--- src/rtl/txst_pkg.sv ---
package txst_pkg;

    typedef enum logic [1:0] {
        ST_IDLE   = 2'd0,
        ST_SEND   = 2'd1,
        ST_REPORT = 2'd2
    } txst_state_e;

    localparam int unsigned CNT_FIELD_W = 4;

    typedef struct packed {
        logic                   carrier_lost;  // bit 10
        logic                   late_coll;     // bit 9
        logic                   excess_coll;   // bit 8
        logic                   rsv_hi;        // bit 7
        logic [CNT_FIELD_W-1:0] coll_count;    // bits 6:3
        logic                   excess_defer;  // bit 2
        logic                   rsv_lo;        // bit 1
        logic                   deferred;      // bit 0
    } txst_word_t;

endpackage

--- src/rtl/txst_coll_count.sv ---
module txst_coll_count #(
    parameter int unsigned MAX_COLL = 16,
    localparam int unsigned CNT_W   = $clog2(MAX_COLL)
) (
    input  logic             clk,
    input  logic             rst_n,
    input  logic             clear,
    input  logic             hit,
    output logic [CNT_W-1:0] count,
    output logic             at_limit
);
    localparam logic [CNT_W-1:0] TOP = CNT_W'(MAX_COLL - 1);

    assign at_limit = (count == TOP);

    always_ff @(posedge clk) begin
        if (!rst_n || clear)
            count <= '0;
        else if (hit && !at_limit)
            count <= count + 1'b1;
    end

    // an early collision below the limit adds exactly one
    assert_count_step_R3: assert property (@(posedge clk) disable iff (!rst_n)
        (hit && !clear && count != TOP) |=> (count == $past(count) + 1'b1));

    // once saturated, the count stays put until cleared
    assert_count_saturate_R4: assert property (@(posedge clk) disable iff (!rst_n)
        (count == TOP && !clear) |=> (count == TOP));

endmodule

--- src/rtl/txst_defer_timer.sv ---
module txst_defer_timer #(
    parameter int unsigned LIMIT = 24288,
    localparam int unsigned CW   = $clog2(LIMIT + 1)
) (
    input  logic clk,
    input  logic rst_n,
    input  logic clear,
    input  logic active,
    input  logic tick,
    output logic expire
);
    localparam logic [CW-1:0] LIM = CW'(LIMIT);

    logic [CW-1:0] ticks;

    assign expire = active && tick && (ticks == LIM);

    always_ff @(posedge clk) begin
        if (!rst_n || clear || !active)
            ticks <= '0;
        else if (tick && ticks != LIM)
            ticks <= ticks + 1'b1;
    end

    // the run length never climbs past the limit
    assert_ticks_bounded_R7: assert property (@(posedge clk) disable iff (!rst_n)
        ticks <= LIM);

    // dropping deferral restarts the run
    assert_restart_on_idle_R7: assert property (@(posedge clk) disable iff (!rst_n)
        !active |=> (ticks == '0));

endmodule

--- src/rtl/tx_outcome_tracker.sv ---
module tx_outcome_tracker
    import txst_pkg::*;
#(
    parameter int unsigned BYTE_W      = 16,
    parameter int unsigned LATE_BYTES  = 64,
    parameter int unsigned MAX_COLL    = 16,
    parameter int unsigned DEFER_LIMIT = 24288,
    localparam int unsigned STATUS_W   = $bits(txst_word_t)
) (
    input  logic                clk,
    input  logic                rst_n,
    input  logic                frame_start,
    input  logic                frame_end,
    input  logic                coll_pulse,
    input  logic                carrier_ok,
    input  logic [BYTE_W-1:0]   byte_count,
    input  logic                bit_tick,
    input  logic                defer_active,
    input  logic                full_duplex,
    input  logic                defer_chk_en,
    output logic [STATUS_W-1:0] status_word,
    output logic                status_valid,
    output logic                abort_req,
    output logic                retry_req
);
    localparam logic [BYTE_W-1:0] LATE_AT = BYTE_W'(LATE_BYTES);

    txst_state_e state_q, state_d;

    logic half, in_send, clear_ev;
    logic coll_ev, late_ev, early_ev, excess_ev, retry_ev;
    logic defer_exp, timer_exp, abort_ev, done_ev;
    logic coll_at_limit;
    logic [CNT_FIELD_W-1:0] coll_cnt;

    logic f_deferred, f_exc_defer, f_exc_coll, f_late, f_no_carrier;
    logic valid_q, abort_q, retry_q;

    // event decode
    assign half      = !full_duplex;
    assign in_send   = (state_q == ST_SEND);
    assign clear_ev  = (state_q == ST_IDLE) && frame_start;
    assign coll_ev   = in_send && half && coll_pulse;
    assign late_ev   = coll_ev && (byte_count >= LATE_AT);
    assign early_ev  = coll_ev && !late_ev;
    assign excess_ev = early_ev && coll_at_limit;
    assign retry_ev  = early_ev && !coll_at_limit;
    assign defer_exp = in_send && half && defer_chk_en && timer_exp;
    assign abort_ev  = late_ev || excess_ev || defer_exp;
    assign done_ev   = in_send && frame_end && !coll_ev && !defer_exp;

    txst_coll_count #(.MAX_COLL(MAX_COLL)) u_coll (
        .clk      (clk),
        .rst_n    (rst_n),
        .clear    (clear_ev),
        .hit      (early_ev),
        .count    (coll_cnt),
        .at_limit (coll_at_limit)
    );

    txst_defer_timer #(.LIMIT(DEFER_LIMIT)) u_defer (
        .clk    (clk),
        .rst_n  (rst_n),
        .clear  (clear_ev),
        .active (in_send && half && defer_active),
        .tick   (bit_tick),
        .expire (timer_exp)
    );

    // state register
    always_ff @(posedge clk) begin
        if (!rst_n) state_q <= ST_IDLE;
        else        state_q <= state_d;
    end

    // transitions
    always_comb begin
        state_d = state_q;
        unique case (state_q)
            ST_IDLE:   if (frame_start)          state_d = ST_SEND;
            ST_SEND:   if (abort_ev || done_ev)  state_d = ST_REPORT;
            ST_REPORT:                           state_d = ST_IDLE;
            default:                             state_d = ST_IDLE;
        endcase
    end

    // outputs and outcome flags
    always_ff @(posedge clk) begin
        if (!rst_n || clear_ev) begin
            f_deferred   <= 1'b0;
            f_exc_defer  <= 1'b0;
            f_exc_coll   <= 1'b0;
            f_late       <= 1'b0;
            f_no_carrier <= 1'b0;
            valid_q      <= 1'b0;
            abort_q      <= 1'b0;
            retry_q      <= 1'b0;
        end else begin
            if (in_send && half && defer_active) f_deferred   <= 1'b1;
            if (in_send && half && !carrier_ok)  f_no_carrier <= 1'b1;
            if (late_ev)   f_late      <= 1'b1;
            if (excess_ev) f_exc_coll  <= 1'b1;
            if (defer_exp) f_exc_defer <= 1'b1;
            valid_q <= abort_ev || done_ev;
            abort_q <= abort_ev;
            retry_q <= retry_ev;
        end
    end

    txst_word_t word;
    always_comb begin
        word              = '0;
        word.deferred     = f_deferred;
        word.excess_defer = f_exc_defer;
        word.coll_count   = coll_cnt;
        word.excess_coll  = f_exc_coll;
        word.late_coll    = f_late;
        word.carrier_lost = f_no_carrier;
    end

    assign status_word  = word;
    assign status_valid = valid_q;
    assign abort_req    = abort_q;
    assign retry_req    = retry_q;

    initial assert_count_fits_R4: assert (MAX_COLL <= (1 << CNT_FIELD_W));

    // the outcome strobe lasts one cycle
    assert_valid_single_R2: assert property (@(posedge clk) disable iff (!rst_n)
        status_valid |=> !status_valid);

    // an abort is only ever reported together with the outcome
    assert_abort_with_valid_R4: assert property (@(posedge clk) disable iff (!rst_n)
        abort_req |-> status_valid);

    // excessive collisions always end in an abort
    assert_excess_aborts_R4: assert property (@(posedge clk) disable iff (!rst_n)
        (status_valid && status_word[8]) |-> abort_req);

    // a late collision always ends in an abort
    assert_late_aborts_R5: assert property (@(posedge clk) disable iff (!rst_n)
        (status_valid && status_word[9]) |-> abort_req);

    // a retry never coincides with the final outcome
    assert_retry_apart_R3: assert property (@(posedge clk) disable iff (!rst_n)
        retry_req |-> !status_valid);

    // the word holds steady while waiting for the next frame
    assert_word_held_R2: assert property (@(posedge clk) disable iff (!rst_n)
        (state_q == ST_IDLE && !frame_start) |=> $stable(status_word));

endmodule

--- config.mk ---
export PLATFORM = sky130hd
export DESIGN_NAME = tx_outcome_tracker
export DESIGN_NICKNAME = d
export VERILOG_FILES = /design/src/rtl/txst_pkg.sv /design/src/rtl/txst_coll_count.sv /design/src/rtl/txst_defer_timer.sv /design/src/rtl/tx_outcome_tracker.sv
export SDC_FILE = /design/constraint.sdc
export NUM_CORES = 1
export LEC_CHECK = 0
export BUFFER_PORTS_ARGS = -buffer_cell sky130_fd_sc_hd__buf_2
export CORE_ASPECT_RATIO = 0.5
export CORE_MARGIN = 5
export CORE_UTILIZATION = 40
export DETAILED_ROUTE_END_ITERATION = 8
export PLACE_DENSITY = 0.66
export SYNTH_ARGS = -nofsm -noshare
export SYNTH_HDL_FRONTEND = slang
export SYNTH_SLANG_ARGS = --single-unit
export TNS_END_PERCENT = 10
--- constraint.sdc ---
create_clock -name clk -period 2.3 [get_ports clk]
set_input_delay 0.46 -clock clk [delete_from_list [all_inputs] [get_ports clk]]
set_output_delay 0.46 -clock clk [all_outputs]
set_load 0.03 [all_outputs]
## Word-level counts from Yosys, hierarchy flattened

Index checks and enable logic that the tools add are counted.

- Flip-flop bits (word level): 29
- Input bits: 26
- Output and inout port bits: 14
- Word-level logic and storage cells: 55

- Add/subtract/negate cells: 2
- $lt $le $gt $ge: 1
- Equality and inequality tests: 6
- Mux-type cells: 3
- Reductions and logical operators: 32

Operators with widths:

| kind | count |
|---|---|
| 1-bit logical AND | 17 |
| 16-bit by 7-bit >= comparator with 1-bit output, second input constant | 1 |
| 15-bit by 1-bit adder with 15-bit output, second input constant | 1 |
| 15-bit equality test, second input constant | 1 |
| 15-bit != test, second input constant | 1 |
| 1-bit logical NOT | 8 |
| 1-bit logical OR | 5 |
| 4-bit by 1-bit adder with 4-bit output, second input constant | 1 |
| 4-bit equality test, second input constant | 1 |
| 2-bit two-way mux | 2 |
| 2-bit one-hot mux with 2 select lines | 1 |
| 2-bit by 1-bit equality test with 1-bit output, second input constant | 1 |
| 2-bit logical NOT | 1 |
| 2-bit by 1-bit != test with 1-bit output, second input constant | 1 |
| 2-bit != test, second input constant | 1 |
| 2-bit AND reduction | 1 |

## Depth between registers and ports, before layout

- Depth after elaboration: 12
- Depth in mapped cells: 6
- Mapped depth without buffers: 6

## Hierarchy

A second synthesis with hierarchy kept.

- Cell total of the unflattened synthesis: 169
- Area, all modules: 1,519.0 µm²

By module, submodules not included:

| module | instances | cells an instance | area each (µm²) | seq. area each (µm²) |
|---|---|---|---|---|
| txst_defer_timer | 1 | 84 | 778.2 | 300.3 |
| tx_outcome_tracker | 1 | 62 | 543.0 | 200.2 |
| txst_coll_count | 1 | 23 | 197.7 | 80.1 |

## Worst setup path before layout

Ideal clock, no wire load.

- Path kind: flip-flop to flip-flop
- From: reg u_defer.ticks[0]
- To: reg u_defer.ticks[1]
- Setup time: 0.129 ns
- Data arrival time: 1.681 ns
- Data required time: 2.171 ns
- Path slack: 0.491 ns
- Stages on the path, launching flop included: 7
- Buffers on the path: 0
- Clock period less this slack: 1.809 ns
- Cell sequence: dfxtp_1 -> inv_1 -> ha_1 -> or4bb_1 -> o41ai_4 -> mux2i_1 -> nor2_1

- Cells in the longest elaborated chain, start to end: 2
- Elaborated cells on any way between the ends: 3
- Those cells by class: add/sub (1); eq/ne (1); reduce/logical (1)

RTL lines:

| element | RTL line | source |
|---|---|---|
| start, declared | txst_defer_timer.sv:14 | `logic [CW-1:0] ticks;` |
| start signal, assigned | txst_defer_timer.sv:22 | `ticks <= ticks + 1'b1;` |
| branches (longest 2 deep; another with 15-bit by 1-bit adder with 15-bit output) | n/a |  |

Parallel ways; which one is timed is not known.
A chain may end at the register's enable or synchronous reset.

## Worst setup path after layout

- From: reg u_defer.ticks[0]
- To: reg state_q[0]

- Cells in the longest elaborated chain, start to end: 8
- Elaborated cells on any way between the ends: 9
- Those cells by class: eq/ne (2); reduce/logical (7)

RTL lines:

| element | RTL line | source |
|---|---|---|
| 15-bit equality test (*) | txst_defer_timer.sv:16 | `assign expire = active && tick && (ticks == LIM);` |
| 1-bit logical AND (*) | txst_defer_timer.sv:16 |  |
| 1-bit logical AND (*) | tx_outcome_tracker.sv:48 | `assign defer_exp = in_send && half && defer_chk_en && timer_exp;` |
| 1-bit logical NOT | tx_outcome_tracker.sv:50 | `assign done_ev = in_send && frame_end && !coll_ev && !defer_exp;` |
| 1-bit logical AND | tx_outcome_tracker.sv:50 |  |
| 1-bit logical OR (*) | tx_outcome_tracker.sv:81 | `ST_SEND: if (abort_ev \|\| done_ev) state_d = ST_REPORT;` |
| 2-bit by 1-bit != test with 1-bit output (no source line) (*) | n/a |  |
| 2-bit AND reduction (no source line) (*) | n/a |  |
| end signal, assigned | tx_outcome_tracker.sv:73 | `else state_q <= state_d;` |
| end, declared | tx_outcome_tracker.sv:28 | `txst_state_e state_q, state_d;` |

Every way passes the cells marked *; elsewhere a longest branch is shown, timed or not.

==> results.toml <==
[outcome]
status = "complete, no violations"

[timing]
slew_headroom_pct = 63.53
report.final.slew_viol_count = 0
setup_viol = 0
hold_viol_final = 0
tightest_slew_ps = 542.1
rsz0062_at_grt = "false"
finClkSkew_ps = 6.237
timing.final.crit_share_pct = 85.89
timing.fmax_mhz = 506.2
fin_crit_ps = 1976
holdWs_ps = 449.7
fin_tns_setup_ps = 0

[floorplan]
fp-row-count = 15
io_pins = 40
core-area_sq_um = 3397
initial_utilization_pct = 41.18
die_w_microns = 93.63
die_area_sq_um = 4851
die_h_microns = 51.82

[yosys]
ys_types = 40
synth-seq-area-share_pct = 41.50
synthCells = 156
syn_avg_cell_area_sq_um = 8.967
ys_seq_elements = 29
synth_warnings = 0
synth_area_sq_um = 1399

[cts]
clkSinkCount = 29
path_clk_slew_ps = 70
clk_latency_ps = 280
cts_root_buf = "clkbuf_8"
max-clock-path-buffers = 2
cts_tree = "yes"
postCtsHoldBufs = 0
cts-buffers-inserted = 5
ctsResizeCount = 0
cts_max_level = 2
post_cts.repair.setup_buffers = 0

[power]
total_power_uw = 980.9
power.density_nw_per_um2 = 591.2
power.leakage_nw = 0.6102
peakVddDrop_mv = 0.2429

[grt]
grt_pass1_vias = 1159
grt-ovfl-total = 0
grt_pass1_wl_mm = 4.995
antenna_found_initial = 0
grt_use_total_pct = 13.06
grt_max_degree = 14

[worst_setup_path]
r2r_start = "u_defer.ticks[0]"
path_max_fanout = 5
reg2reg_depth = 6
worstPathArrival_ps = 2150
crit_path_start_kind = "flip-flop"
worstPathRequired_ps = 2480
r2r_setup_slack_ps = 320
crit_path_end_kind = "flip-flop"
timing_worst_setup_path_type = "flip-flop to flip-flop"
reg2reg_to = "state_q[0]"

[min_path]
hp-class = "flip-flop to flip-flop"
whs_endpoint = "f_exc_defer"
hold_path.startpoint = "f_exc_defer"
hold_depth = 2

[cells_and_area]
postLayoutCellArea_sq_um = 1659
layout-area-overhead-vs-synth_pct = 18.60
top_register = "u_defer.ticks"
nets = 216
final_common_cell = "buf_2"
antenna_cells = 0
reg_top3 = "u_defer.ticks x15, u_coll.count x4, state_q x2"
fin_util_pct = 48.84
largest_register_ffs = 15
layout_common_cells = "buf_2 (31), dfxtp_1 (29), nor2_1 (16), a21oi_1 (12)"
drive_above_1_share_pct = 26.60

[drt]
wirelength_mm = 2.780
via_per_inst = 4.983
first_pass_iters = 4
drc_errors = 0
dr.first_iter.drc_count = 36
ant_nets = 0
post_drt_wl_per_cell_microns = 11.63
num_vias = 1191

[placement]
dp_hpwl_mm = 2.111
io_buffers = 31
place_area_sq_um = 1573
gp_congestion = 0.7453

[job]
cap_violations = 0
worst max path at each step:
stage | startpoint | end | slack [ps]
after floorplan | u_defer.ticks[0] | u_defer.ticks[1] | 490
after global placement | byte_count[8] | u_coll.count[3] | 320
after detailed placement | byte_count[8] | u_coll.count[3] | 310
after CTS | u_defer.ticks[0] | state_q[0] | 310
after global routing | u_defer.ticks[0] | state_q[0] | 130
final | u_defer.ticks[0] | state_q[0] | 320
synth_stat cells:
| library cell | n | area share, % |
|---|---|---|
| and4_1 | 1 | 0.63 |
| nor3_1 | 4 | 1.4 |
| and3b_1 | 1 | 0.63 |
| ha_1 | 3 | 2.7 |
| o41ai_4 | 1 | 2.0 |
| mux2i_1 | 2 | 1.4 |
| or4_2 | 1 | 0.63 |
| and2_1 | 2 | 0.89 |
| conb_1 | 1 | 0.27 |
| xnor2_1 | 8 | 5.0 |
| nand4b_1 | 1 | 0.63 |
| nand3_1 | 8 | 2.9 |
| nor2_1 | 16 | 4.3 |
| or3_1 | 3 | 1.3 |
| or4bb_1 | 2 | 1.6 |
| a21oi_1 | 12 | 4.3 |
| dfxtp_1 | 29 | 42 |
| a31oi_1 | 2 | 0.89 |
| a211oi_1 | 1 | 0.54 |
| buf_4 | 7 | 3.8 |
| nor3b_1 | 2 | 1.1 |
| o31ai_1 | 1 | 0.54 |
| and3_1 | 1 | 0.45 |
| nand2b_1 | 2 | 0.89 |
| nor4_1 | 7 | 3.1 |
| or4b_4 | 1 | 0.98 |
| buf_1 | 1 | 0.27 |
| nor2_2 | 1 | 0.45 |
| xor2_1 | 1 | 0.63 |
| nand3b_1 | 3 | 1.6 |
| inv_1 | 6 | 1.6 |
| o21ai_0 | 6 | 2.1 |
| a31o_2 | 1 | 0.63 |
| nor4b_1 | 1 | 0.63 |
| nand4_1 | 6 | 2.7 |
| or3_2 | 2 | 1.1 |
| o211ai_1 | 1 | 0.54 |
| nand2_1 | 4 | 1.1 |
| clkbuf_1 | 2 | 0.54 |
| and4bb_2 | 2 | 1.8 |
metrics by stage:
| stage | instances | setup WS [ps] |
|---|---|---|
| 5_1_grt | 239 | 129.0 |
| 2_1_floorplan | 157 | 490.6 |
| 3_5_place_dp | 231 | 305.8 |
| 6_report | 239 | 324.4 |
| 3_3_place_gp | 231 | 321.4 |
| 4_1_cts | 239 | 313.6 |
final cells by class:
type,count,area (sq um)
Fill cell,348,1738
Tap cell,51,63.81
Inverter,6,22.52
Timing Repair Buffer,33,170.2
Clock buffer,5,68.82
Clock inverter,3,17.52
Multi-Input combinational cell,112,735.7
Sequential cell,29,580.6
logic make-up (layout without fill, tap and decap cells):
kind of cell / after synthesis / after routing / share of synthesized area, %
and+or+nand+nor: 71 / 71 / 30.77
xor gates and xnor gates: 9 / 9 / 5.635
other: 1 / 2 / 0.2681
AOI/OAI and AO/OA: 25 / 25 / 11.54
adders and majority gates: 3 / 3 / 2.684
DFF: 29 / 29 / 41.50
muxes: 2 / 2 / 1.431
buffers and inverters: 16 / 47 / 6.172
critical path, cell delays in order, from the launching register on:
cell and delay (ps):
dfxtp_1 330, inv_1 90, ha_1 140, or4bb_1 540, nor4_1 220, nand4_1 270
a31o_2 270
routing by layer:
layer	GRT usage (%)	routed length (microns)	vias up
li1	-	-	620
met1	15.36	1322	539
met2	21.89	1258	27
met3	5.347	169	5
met4	4.317	31	0
met5	0	0	-
power by group:
part | switching, mW | total (mW) | internal [mW] | leakage (nW)
logic | 0.0357 | 0.0636 | 0.0279 | 0.332
registers | 0.00455 | 0.512 | 0.507 | 0.234
clock network | 0.197 | 0.405 | 0.208 | 0.0439
total | 0.238 | 0.981 | 0.743 | 0.610
Note: power is estimated with default switching activity, not from simulation.
